===== config.mk =====
export PLATFORM = sky130hd
export DESIGN_NAME = sync_trigger_sched
export DESIGN_NICKNAME = d
export VERILOG_FILES = /design/src/rtl/sts_pkg.sv /design/src/rtl/sts_prescaler.sv /design/src/rtl/sts_core.sv /design/src/rtl/sts_ctrl.sv /design/src/rtl/sync_trigger_sched.sv
export SDC_FILE = /design/constraint.sdc
export NUM_CORES = 1
export LEC_CHECK = 0
export BUFFER_PORTS_ARGS = -buffer_cell sky130_fd_sc_hd__clkbuf_2
export CAP_MARGIN = 20
export CORE_AREA = 2 2 116 118
export CTS_CLUSTER_SIZE = 16
export DETAILED_ROUTE_END_ITERATION = 10
export DIE_AREA = 0 0 118 120
export PLACE_DENSITY = 0.92
export SKIP_LAST_GASP = 1
export SYNTH_ARGS = -nofsm -noshare
export SYNTH_HDL_FRONTEND = slang
export SYNTH_SLANG_ARGS = --single-unit
export TNS_END_PERCENT = 30

===== constraint.sdc =====
create_clock -name clk -period 8.05 [get_ports clk]
set_input_delay 0.4025 -clock clk [delete_from_list [all_inputs] [get_ports clk]]
set_output_delay 0.4025 -clock clk [all_outputs]
set_load 0.005 [all_outputs]

===== src/rtl/sts_pkg.sv =====
package sts_pkg;
  typedef enum logic [1:0] {
    ST_IDLE  = 2'd0,
    ST_ARMED = 2'd1,
    ST_RUN   = 2'd2,
    ST_DONE  = 2'd3
  } sched_state_t;
endpackage


===== src/rtl/sts_prescaler.sv =====
module sts_prescaler #(
  parameter int PRESCALE_W = 8
) (
  input  logic clk,
  input  logic rst,
  input  logic clr,
  input  logic en,
  output logic tick
);
  logic [PRESCALE_W-1:0] cnt_q;

  always_ff @(posedge clk) begin
    if (rst || clr) cnt_q <= '0;
    else if (en)    cnt_q <= cnt_q + 1'b1;
  end

  assign tick = en && (&cnt_q);

  // a tick happens only after the divider has climbed through every value
  a_r4_tick_at_wrap: assert property (@(posedge clk) disable iff (rst)
    tick |=> (cnt_q == '0));
endmodule


===== src/rtl/sts_core.sv =====
module sts_core #(
  parameter int TICK_W = 32,
  parameter int CNT_W  = 16
) (
  input  logic              clk,
  input  logic              rst,
  input  logic              load_ok,
  input  logic              go,
  input  logic              running,
  input  logic              tick,
  input  logic [TICK_W-1:0] cfg_first,
  input  logic [CNT_W-1:0]  cfg_repeat,
  input  logic [TICK_W-1:0] cfg_space,
  output logic              trig,
  output logic              last_fire,
  output logic              rem_zero
);
  logic [TICK_W-1:0] thr_q, space_q, ticks_q;
  logic [CNT_W-1:0]  rem_q;
  logic [TICK_W-1:0] ticks_nx;
  logic              hit;

  assign ticks_nx  = ticks_q + 1'b1;
  assign hit       = tick && (ticks_nx == thr_q);
  assign last_fire = hit && (rem_q == CNT_W'(1));
  assign rem_zero  = (rem_q == '0);

  always_ff @(posedge clk) begin
    if (rst) begin
      thr_q   <= '0;
      space_q <= '0;
      rem_q   <= '0;
      ticks_q <= '0;
      trig    <= 1'b0;
    end else begin
      trig <= 1'b0;
      if (load_ok) begin
        thr_q   <= cfg_first;
        space_q <= cfg_space;
        rem_q   <= cfg_repeat;
      end
      if (go) begin
        ticks_q <= '0;
      end else if (tick) begin
        ticks_q <= ticks_nx;
        if (hit) begin
          trig  <= 1'b1;
          thr_q <= thr_q + space_q;
          rem_q <= rem_q - 1'b1;
        end
      end
    end
  end

  // one-cycle pulse
  a_r10_trig_single: assert property (@(posedge clk) disable iff (rst)
    trig |=> !trig);
  // captured spacing does not move while counting
  a_r9_params_frozen: assert property (@(posedge clk) disable iff (rst)
    (running && $past(running)) |-> $stable(space_q));
  // remaining count never grows during a run
  a_r7_rem_nonincreasing: assert property (@(posedge clk) disable iff (rst)
    (running && $past(running)) |-> (rem_q <= $past(rem_q)));
endmodule


===== src/rtl/sts_ctrl.sv =====
module sts_ctrl
  import sts_pkg::*;
(
  input  logic         clk,
  input  logic         rst,
  input  logic         load_req,
  input  logic         start_in,
  input  logic         last_fire,
  input  logic         rem_zero,
  output sched_state_t state,
  output logic         load_ok,
  output logic         go
);
  logic start_q;
  logic start_rise;

  assign start_rise = start_in && !start_q;
  assign load_ok    = load_req && (state != ST_RUN);
  assign go         = (state == ST_ARMED) && !load_req && start_rise && !rem_zero;

  always_ff @(posedge clk) begin
    if (rst) begin
      state   <= ST_IDLE;
      start_q <= 1'b0;
    end else begin
      start_q <= start_in;
      unique case (state)
        ST_IDLE:  if (load_ok) state <= ST_ARMED;
        ST_ARMED: begin
          if (load_ok)         state <= ST_ARMED;
          else if (start_rise) state <= rem_zero ? ST_DONE : ST_RUN;
        end
        ST_RUN:   if (last_fire) state <= ST_DONE;
        ST_DONE:  if (load_ok) state <= ST_ARMED;
        default:  state <= ST_IDLE;
      endcase
    end
  end

  // a run can only be entered from the armed state
  a_r3_run_from_armed: assert property (@(posedge clk) disable iff (rst)
    (state == ST_RUN && $past(state) != ST_RUN) |-> ($past(state) == ST_ARMED));
endmodule


===== src/rtl/sync_trigger_sched.sv =====
module sync_trigger_sched
  import sts_pkg::*;
#(
  parameter int PRESCALE_W = 8,
  parameter int TICK_W     = 32,
  parameter int CNT_W      = 16
) (
  input  logic              clk,
  input  logic              rst,
  input  logic [TICK_W-1:0] cfg_first_i,
  input  logic [CNT_W-1:0]  cfg_repeat_i,
  input  logic [TICK_W-1:0] cfg_space_i,
  input  logic              cfg_load_i,
  input  logic              start_i,
  output logic              trig_o,
  output logic              ready_o,
  output logic              done_o
);
  sched_state_t state;
  logic load_ok, go, tick, last_fire, rem_zero, running;

  assign running = (state == ST_RUN);
  assign ready_o = (state == ST_ARMED);
  assign done_o  = (state == ST_DONE);

  sts_ctrl u_ctrl (
    .clk(clk), .rst(rst), .load_req(cfg_load_i), .start_in(start_i),
    .last_fire(last_fire), .rem_zero(rem_zero),
    .state(state), .load_ok(load_ok), .go(go)
  );

  sts_prescaler #(.PRESCALE_W(PRESCALE_W)) u_presc (
    .clk(clk), .rst(rst), .clr(go), .en(running), .tick(tick)
  );

  sts_core #(.TICK_W(TICK_W), .CNT_W(CNT_W)) u_core (
    .clk(clk), .rst(rst), .load_ok(load_ok), .go(go), .running(running),
    .tick(tick), .cfg_first(cfg_first_i), .cfg_repeat(cfg_repeat_i),
    .cfg_space(cfg_space_i), .trig(trig_o), .last_fire(last_fire),
    .rem_zero(rem_zero)
  );

  // a trigger always follows a tick by one register stage
  a_r4_trig_on_tick: assert property (@(posedge clk) disable iff (rst)
    trig_o |-> $past(tick));
  // nothing fires once the schedule has been complete for a cycle
  a_r7_quiet_after_done: assert property (@(posedge clk) disable iff (rst)
    (done_o && $past(done_o)) |-> !trig_o);
  // ready and done never coexist
  a_r2_ready_done_excl: assert property (@(posedge clk) disable iff (rst)
    !(ready_o && done_o));
endmodule


==> impl_metrics.toml, run 1 <==
[synthesis]
syn_area_um2 = 8210
ys_types = 69
synth_edf_count = 0
synth-seq-area-share = 0.302
postSynthCellCount = 1064
synth_warnings = 0
synth_nets = 1188
ys.flop_type = "dfxtp_1"
synth_area_per_cell_um2 = 7.72
async_reset_ff_frac = 0
ys_seq_elements = 124

[sta]
max_freq_ghz = 0.230
drv_slew = 0
rsz0062_at_grt = "no"
finalSetupViolCount = 0
tightest_slew_ns = 1.18
slew-limit-headroom = 0.205
post-route-period-util = 0.541
min_period_ns = 4.35
hold_viol = 0
fin_tns_setup_ns = 0
skew_ns = 0.00825

[grt]
grt_pass1_vias = 7722
grt_pass1_wl_um = 36900
overflow = 0
grt_max_degree = 82
track_usage = 0.320
antenna_found_initial = 0

[setup_path]
worstRegToRegCells = 10
worstSetupStartpoint = "u_core.ticks_q[0]"
worstSetupPathType = "register to register"
r2r_slack_ns = 3.70
rr_startpoint = "u_core.ticks_q[0]"
cp_max_fo = 33
startpoint_type = "register"
required_ns = 8.40
reg2reg_to = "u_core.rem_q[15]"
worstPathCellList = "ha_1 -> nand4_4 -> nor4_4 -> nand3_1 -> xnor2_1 -> o2111ai_1 -> or4b_1 -> or4_2 -> or4_1 -> a31oi_1"
cp-endpoint = "u_core.rem_q[15]"
cpPeakStageDelay_ns = 0.99
cp-end-kind = "register"
cp.arrival_ns = 4.71
crit_slowest_cell = "or4_2"

[floorplan]
start_util = 0.633
core_region_area_um2 = 13000
die_h_um = 120
dieArea_um2 = 14200
fp.dieW_um = 118
rows = 42
ios = 87

[layout]
num_antenna_cells = 0
fin_util = 0.714
area_growth_pct = 12.9
fillers = 1009
fin_nets = 1239
layout-drive-gt1-share = 0.134

[clock_tree]
cts-resized-gates = 0
cts.path.max_buffers = 2
cts_sinks = 124
post_cts_buffers = 0
holdBufCountCts = 0
insertion_delay_ns = 0.44
clkSlewWorstSetupHoldPaths_ns = 0.06
root_buffer = "clkbuf_16"
cts_tree = "yes"
cts_max_level = 4
numCtsBuffers = 17

[routing]
wl_um = 22100
via_count = 8112
routed_via_density = 6.23
drcViolationCount = 0
firstDrtPassIters = 5
ant_nets = 0
first_iter_violations = 663
wl_per_cell_um = 17.0

[min_path]
hp-class = "input port to register"

[placed_design]
dp_hpwl_um = 15500
place.gp.congestion = 0.989
port_buffers = 86

[status]
status = "finished, final reports clean"

[pwr]
vdd_drop_max_uv = 173
power.density_nw_per_um2 = 207
p_leak_nw = 3.76

[job]
drv_cap = 0
kinds of logic after synthesis:
kind of cell,count (synthesis),synth area share
flops,124,0.302
fa+ha+maj,40,0.0619
mux,22,0.0276
simple gates,457,0.271
xor+xnor,103,0.110
buf+inv,88,0.0431
compound gates,230,0.185
final cells by class:
cell class / count / area, µm² / area share
Sequential cell: 124 / 2480 / 0.268
Inverter: 26 / 97.6 / 0.0105
Tap cell: 176 / 220 / 0.0238
Multi-Input combinational cell: 852 / 5390 / 0.582
Timing Repair Buffer: 94 / 490 / 0.0529
Clock inverter: 7 / 87.6 / 0.00945
Clock buffer: 23 / 498 / 0.0537
registers in the layout, indices dropped and copies added (netlist names):
register / cells
u_core.trig: 1
u_presc.cnt_q: 8
u_ctrl.state: 2
u_core.ticks_q: 32
u_core.rem_q: 16
u_ctrl.start_q: 1
u_core.space_q: 32
u_core.thr_q: 32
synth_stat cells (3+ instances only):
master / number / area, µm²
nor3_1: 31 / 155
or3_1: 13 / 81.3
nand4_1: 25 / 156
a21o_1: 11 / 82.6
a21boi_0: 4 / 30.0
o21ai_0: 26 / 130
inv_1: 26 / 97.6
a21oi_1: 70 / 350
a221oi_1: 3 / 26.3
clkbuf_2: 3 / 15.0
nor2b_1: 8 / 50.1
nand3_1: 29 / 145
o21a_1: 8 / 60.1
xor2_1: 44 / 385
nor4b_1: 3 / 26.3
ha_1: 39 / 488
mux2i_1: 17 / 170
or2_2: 8 / 50.1
nor3b_1: 3 / 22.5
or4_1: 9 / 67.6
a211oi_1: 40 / 300
and3_1: 10 / 62.6
nor4_1: 14 / 87.6
dfxtp_1: 124 / 2480
o31ai_1: 4 / 30.0
nand2_1: 161 / 604
clkbuf_1: 41 / 154
buf_2: 16 / 80.1
nor2_1: 106 / 398
and2_1: 11 / 68.8
o211ai_1: 9 / 67.6
mux2_2: 4 / 45.0
o22ai_1: 5 / 31.3
nand2b_1: 9 / 56.3
a22oi_1: 4 / 30.0
xnor2_1: 59 / 517
a211o_1: 4 / 35.0
a311oi_1: 11 / 96.3
a31oi_1: 12 / 75.1
where the power goes:
| part | leakage, nW | switching (mW) | internal (mW) |
|---|---|---|---|
| logic | 2.46 | 0.258 | 0.176 |
| clock network | 0.291 | 0.280 | 0.490 |
| registers | 1.01 | 0.0498 | 0.661 |
cell usage in the layout, fill, tap and decap left out, types with 11 or more instances in the layout:
| master | netlist | routed |
|---|---|---|
| a211oi_1 | 40 | 40 |
| a21o_1 | 11 | 11 |
| a21oi_1 | 70 | 70 |
| a311oi_1 | 11 | 11 |
| a31oi_1 | 12 | 12 |
| and2_1 | 11 | 11 |
| clkbuf_16 | 0 | 17 |
| clkbuf_2 | 3 | 86 |
| dfxtp_1 | 124 | 124 |
| ha_1 | 39 | 39 |
| inv_1 | 26 | 26 |
| mux2i_1 | 17 | 17 |
| nand2_1 | 161 | 161 |
| nand3_1 | 29 | 29 |
| nand4_1 | 25 | 25 |
| nor2_1 | 106 | 105 |
| nor3_1 | 31 | 31 |
| nor4_1 | 14 | 13 |
| o21ai_0 | 26 | 26 |
| or3_1 | 13 | 13 |
| xnor2_1 | 59 | 59 |
| xor2_1 | 44 | 44 |
worst min-delay path by stage:
| stage | from | endpoint | depth (start not counted) |
|---|---|---|---|
| 3_5_place_dp | u_core.space_q[22] | u_core.space_q[22] | 2 |
| 6_report | cfg_space_i[18] | u_core.space_q[18] | 3 |
| 2_1_floorplan | u_core.space_q[0] | u_core.space_q[0] | 2 |
| 4_1_cts | cfg_space_i[18] | u_core.space_q[18] | 3 |
| 3_3_place_gp | u_core.space_q[14] | u_core.space_q[14] | 2 |
| 5_1_grt | cfg_space_i[18] | u_core.space_q[18] | 3 |
routing by layer:
layer  up-vias  wire length, µm  GRT usage
met5         -                0          0
met4         0              602      0.125
met3        67             1830     0.0817
met2       367            10100      0.512
met1      3773             9510      0.416
li1       3905                -          -
metrics by stage:
| stage | cell area [µm²] | instances | worst slack (ns) | hold slack (ns) | total power [mW] |
|---|---|---|---|---|---|
| 2_1_floorplan | 8210 | 1064 | 4.48 | 0.441 | 1.02 |
| 3_3_place_gp | 8680 | 1271 | 3.82 | 0.449 | 1.13 |
| 3_5_place_dp | 8680 | 1271 | 3.58 | 0.454 | 1.14 |
| 4_1_cts | 9260 | 1301 | 3.53 | 0.177 | 1.91 |
| 5_1_grt | 9270 | 1302 | 3.48 | 0.197 | 2.00 |
| 6_report | 9270 | 1302 | 3.70 | 0.183 | 1.92 |
critical path, delay by kind of cell, from the launching register on:
kind	cells	cell delay, ns
adder cells (fa/ha/maj)	1	0.33
XOR/XNOR	1	0.19
AO/OA/AOI/OAI	2	0.33
AND/OR/NAND/NOR	6	2.98
flip-flops	1	0.44
(Power assumes the default switching activity.)
==> run 2, diff against run 1 <==
- CORE_AREA: 2 2 116 118 -> 2 2 120 122
- DIE_AREA: 0 0 118 120 -> 0 0 122 124
- PLACE_DENSITY: 0.92 -> 0.88
- clock period: 8.05 -> 4.55 ns (I/O delays scaled with it)
==> run 2 against run 1 <==
Effect of this change:
- critical path depth did not move
- routed wire length is 2.6% higher
- non-clock buffer count increased by 7
- combinational power is 79% higher
- via count rose by 0.11%
- cell area up 1.2%
- clock-buffer cell count shrank 5
- clock power up 88%
- sequential share of layout area shrank 0.31 points
- setup slack worse by 3.4 ns
==> impl_metrics.toml, run 2 (synthesized netlist as in run 1, its figures left out) <==
[floorplan]
fp.dieW_um = 122
core_region_area_um2 = 13700
dieArea_um2 = 15100
start_util = 0.599
die_h_um = 124
rows = 43
ios = 87

[status]
status = "finished, final reports clean"

[clock_tree]
cts.path.max_buffers = 2
clkSlewWorstSetupHoldPaths_ns = 0.06
holdBufCountCts = 0
numCtsBuffers = 17
cts-resized-gates = 0
cts_max_level = 4
root_buffer = "clkbuf_16"
cts_tree = "yes"
post_cts_buffers = 0
insertion_delay_ns = 0.44
cts_sinks = 124

[setup_path]
required_ns = 4.89
worstPathCellList = "ha_1 -> nand4_4 -> nor4_4 -> nand3_1 -> xnor2_1 -> o2111ai_1 -> or4b_1 -> or4_2 -> or4_1 -> a31oi_1"
cpPeakStageDelay_ns = 0.84
path_delay_family = "simple AND/OR/NAND/NOR gates"
cp.arrival_ns = 4.57
path_buf_inv = 0
worstSetupPathType = "register to register"
cp-end-kind = "register"
startpoint_type = "register"
cp_max_fo = 17
crit_slowest_cell = "or4_2"

[sta]
finalSetupViolCount = 0
hold_viol = 0
tightest_slew_ns = 0.960
rsz0062_at_grt = "no"
whs_ns = 0.0105
max_freq_ghz = 0.236
min_period_ns = 4.23
post-route-period-util = 0.930
slew-limit-headroom = 0.351
skew_ns = 0.00966
fin_tns_setup_ns = 0
drv_slew = 0

[grt]
track_usage = 0.307
grt_max_degree = 48
grt_pass1_vias = 7463
antenna_found_initial = 0
grt_pass1_wl_um = 36500
overflow = 0

[layout]
reg_top3 = "u_core.space_q: 32 flops, u_core.thr_q: 32 flops, u_core.ticks_q: 32 flops"
area_growth_pct = 14.2
num_antenna_cells = 0
regArea_um2 = 2480
layout_commonest_cell = "nand2_1"
fillers = 1105
fin_nets = 1246
fin_util = 0.684
multi_input_area_um2 = 5390
layout-drive-gt1-share = 0.141
final_cell_mix = "nand2_1, dfxtp_1, nor2_1"

[routing]
wl_um = 22700
via_count = 8121
drcViolationCount = 0
first_iter_violations = 723
firstDrtPassIters = 5
wl_per_cell_um = 17.2
ant_nets = 0
routed_via_density = 6.18

[job]
drv_cap = 0

[pwr]
vdd_drop_max_uv = 280
p_leak_nw = 3.80
power.density_nw_per_um2 = 371

[placed_design]
port_buffers = 86
place.gp.congestion = 0.989
dp_hpwl_um = 15900

[min_path]
hp-class = "input port to register"
## run 2: worst min-delay path: cells and delay by family
family / cells / cell delay [ns]
buffers and inverters: 1 / 0.08
AO/OA/AOI/OAI: 1 / 0.05
AND/OR/NAND/NOR: 1 / 0.04
## run 2: layout make-up
| cell class | instances | area share |
|---|---|---|
| Multi-Input combinational cell | 852 | 0.575 |
| Sequential cell | 124 | 0.265 |
| Timing Repair Buffer | 101 | 0.0592 |
| Clock buffer | 18 | 0.0458 |
| Tap cell | 180 | 0.0240 |
| Clock inverter | 14 | 0.0208 |
| Inverter | 26 | 0.0104 |
## run 2: stage by stage
stage               power (mW)  cells  setup slack (ns)  instance area, µm²
floorplan                 1.81   1064             0.977                8210
global route              3.63   1315            0.0921                9380
global placement          2.00   1283             0.524                8750
CTS                       3.47   1315             0.324                9380
detailed placement        2.02   1283             0.373                8750
finish                    3.48   1315             0.318                9380
## run 2: path summary, 6_finish.rpt
| check | start | endpoint | depth (start not counted) | slack (ns) |
|---|---|---|---|---|
| min | cfg_space_i[29] | u_core.space_q[29] | 3 | 0.01 |
| max reg2reg | u_core.ticks_q[0] | u_core.rem_q[15] | 10 | 0.32 |
| max | u_core.ticks_q[0] | u_core.rem_q[15] | 10 | 0.32 |
| min reg2reg | u_core.space_q[13] | u_core.space_q[13] | 2 | 0.46 |
## run 2: where the power goes
group	switching, mW	internal (mW)	leakage (nW)
combinational	0.457	0.320	2.50
sequential	0.0892	1.17	1.01
clock	0.531	0.916	0.293
total	1.08	2.41	3.80
## run 2: routing by layer
metal  wire length, µm  global-route usage  part of all wire  vias to the layer above
li1                  -                   -                 -                     3918
met1              9660               0.401              0.43                     3748
met4               782               0.136             0.035                        0
met5                 0                   0                 0                        -
met3              1760              0.0632             0.078                       64
met2             10500               0.491              0.46                      391
==> run 3, diff against run 2 <==
- GPL_ROUTABILITY_DRIVEN: default -> 0
- PLACE_DENSITY: 0.88 -> 0.8
- clock period: 4.55 -> 4.6 ns (I/O delays scaled with it)
==> run 3 against run 2 <==
Effect of this change:
- global-route usage is 0.78 points lower
- setup slack worse by 0.021 ns
- flip-flop and latch count stayed put
- register-to-register slack worse by 0.02 ns
- critical path type unchanged
- non-clock buffer count stayed put
- die area stayed put
- total power is 5.6% lower
- worst hold slack better by 0.012 ns
- cell count hardly changed
- combinational power is 2% lower
- cell area is 0.64% lower
- sequential share of layout area is 0.17 points higher
==> impl_metrics.toml, run 3 (synthesized netlist as in run 1, its figures left out) <==
[clock_tree]
cts_sinks = 124
holdBufCountCts = 0
insertion_delay_ns = 0.42
cts.path.max_buffers = 2
cts_max_level = 4
cts_tree = "yes"
numCtsBuffers = 17
cts-resized-gates = 0
post_cts_buffers = 0
clkSlewWorstSetupHoldPaths_ns = 0.06
root_buffer = "clkbuf_16"

[routing]
first_iter_violations = 587
ant_nets = 0
wl_um = 21700
firstDrtPassIters = 5
routed_via_density = 6.03
via_count = 7924
drcViolationCount = 0
wl_per_cell_um = 16.5

[sta]
rsz0062_at_grt = "no"
drv_slew = 0
fin_tns_setup_ns = 0
min_period_ns = 4.30
post-route-period-util = 0.935
hold_viol = 0
skew_ns = 0.00740
tightest_slew_ns = 1.01
slew-limit-headroom = 0.321
worst_slack_ns = 0.297
finalSetupViolCount = 0
max_freq_ghz = 0.232

[pwr]
clkPwrFrac = 0.390
p_leak_nw = 3.78
swShare = 0.317
p_total_mw = 3.29
p_comb_frac = 0.231
p_seq_frac = 0.378
intPower_mw = 2.25
power.density_nw_per_um2 = 353
vdd_drop_max_uv = 352
switchingPower_mw = 1.04

[placed_design]
dp_hpwl_um = 15600
dpl-instance-area_um2 = 8750
place_ws_ns = 0.402
port_buffers = 86

[grt]
grt_max_degree = 55
grt_pass1_vias = 7279
grt_pass1_wl_um = 35700
track_usage = 0.299
antenna_found_initial = 0
overflow = 0

[setup_path]
reg2reg_to = "u_core.rem_q[15]"
crit_slowest_cell = "or4_2"
worstRegToRegCells = 10
required_ns = 4.94
cp-end-kind = "register"
cp.arrival_ns = 4.64
cp_max_fo = 22
startpoint_type = "register"
cp-endpoint = "u_core.rem_q[15]"
rr_startpoint = "u_core.ticks_q[0]"
worstSetupStartpoint = "u_core.ticks_q[0]"
worstPathCellList = "ha_1 -> nand4_4 -> nor4_4 -> nand3_1 -> mux2i_1 -> o2111ai_1 -> or4b_1 -> or4_2 -> or4_1 -> a31oi_1"
worstSetupPathType = "register to register"
r2r_slack_ns = 0.30
cpPeakStageDelay_ns = 0.91

[floorplan]
fp.dieW_um = 122
core_region_area_um2 = 13700
start_util = 0.599
dieArea_um2 = 15100
rows = 43
ios = 87
die_h_um = 124

[min_path]
hp-class = "input port to register"
min_path_cells = 3
min_from = "cfg_space_i[21]"

[layout]
fillers = 1153
layout_commonest_cell = "nand2_1"
layout-drive-gt1-share = 0.141
fin_nets = 1246
area_growth_pct = 13.5
num_antenna_cells = 0
finalInstanceArea_um2 = 9320
final_cell_mix = "nand2_1, dfxtp_1, nor2_1"
reg_top3 = "u_core.space_q: 32 flops, u_core.thr_q: 32 flops, u_core.ticks_q: 32 flops"
multi_input_area_um2 = 5390
regArea_um2 = 2480

[job]
drv_cap = 0

[status]
status = "finished, final reports clean"
run 3: cell type report:
class	instances	share of cell area
clock inverter	12	0.0122
clock buffer	19	0.0486
tap	180	0.0242
timing repair buffer	101	0.0593
sequential	124	0.266
multi-input combinational	852	0.579
inverter	26	0.0105
run 3: layer usage:
layer	routed length [µm]	vias to the layer above	share of wire	GRT usage
met1	9980	3661	0.46	0.407
li1	-	3917	-	-
met2	9720	296	0.45	0.460
met5	0	-	0	0
met4	576	0	0.026	0.113
met3	1470	50	0.068	0.0723
run 3: how the worst min path moves through the flow:
stage | end | slack, ns
2_1_floorplan | u_ctrl.start_q | 0.36
3_3_place_gp | u_core.space_q[18] | 0.45
3_5_place_dp | u_core.space_q[25] | 0.45
4_1_cts | u_core.space_q[21] | 0.01
5_1_grt | u_core.space_q[3] | 0.02
6_report | u_core.space_q[21] | 0.02
run 3: worst max-delay path: cells and delay by family (launching register included):
kind	cells	cell delay, ns
and+or+nand+nor	6	2.93
DFF	1	0.45
adders and majority gates	1	0.33
AOI/OAI and AO/OA	2	0.30
muxes	1	0.21
run 3: power by group through the flow:
stage	Clock, mW	Combinational [mW]	Sequential (mW)
6_report	1.28	0.761	1.24
5_1_grt	1.35	0.846	1.25
4_1_cts	1.30	0.751	1.24
3_5_place_dp	0	0.739	1.26
3_3_place_gp	0	0.728	1.26
2_1_floorplan	0	0.563	1.23
run 3: through the flow:
stage,utilization,instances,hold slack [ns]
floorplan,-,1064,0.358
global placement,0.638,1282,0.449
detailed placement,0.638,1282,0.453
CTS,0.679,1313,0.0140
global route,0.679,1314,0.0219
finish,0.679,1314,0.0223
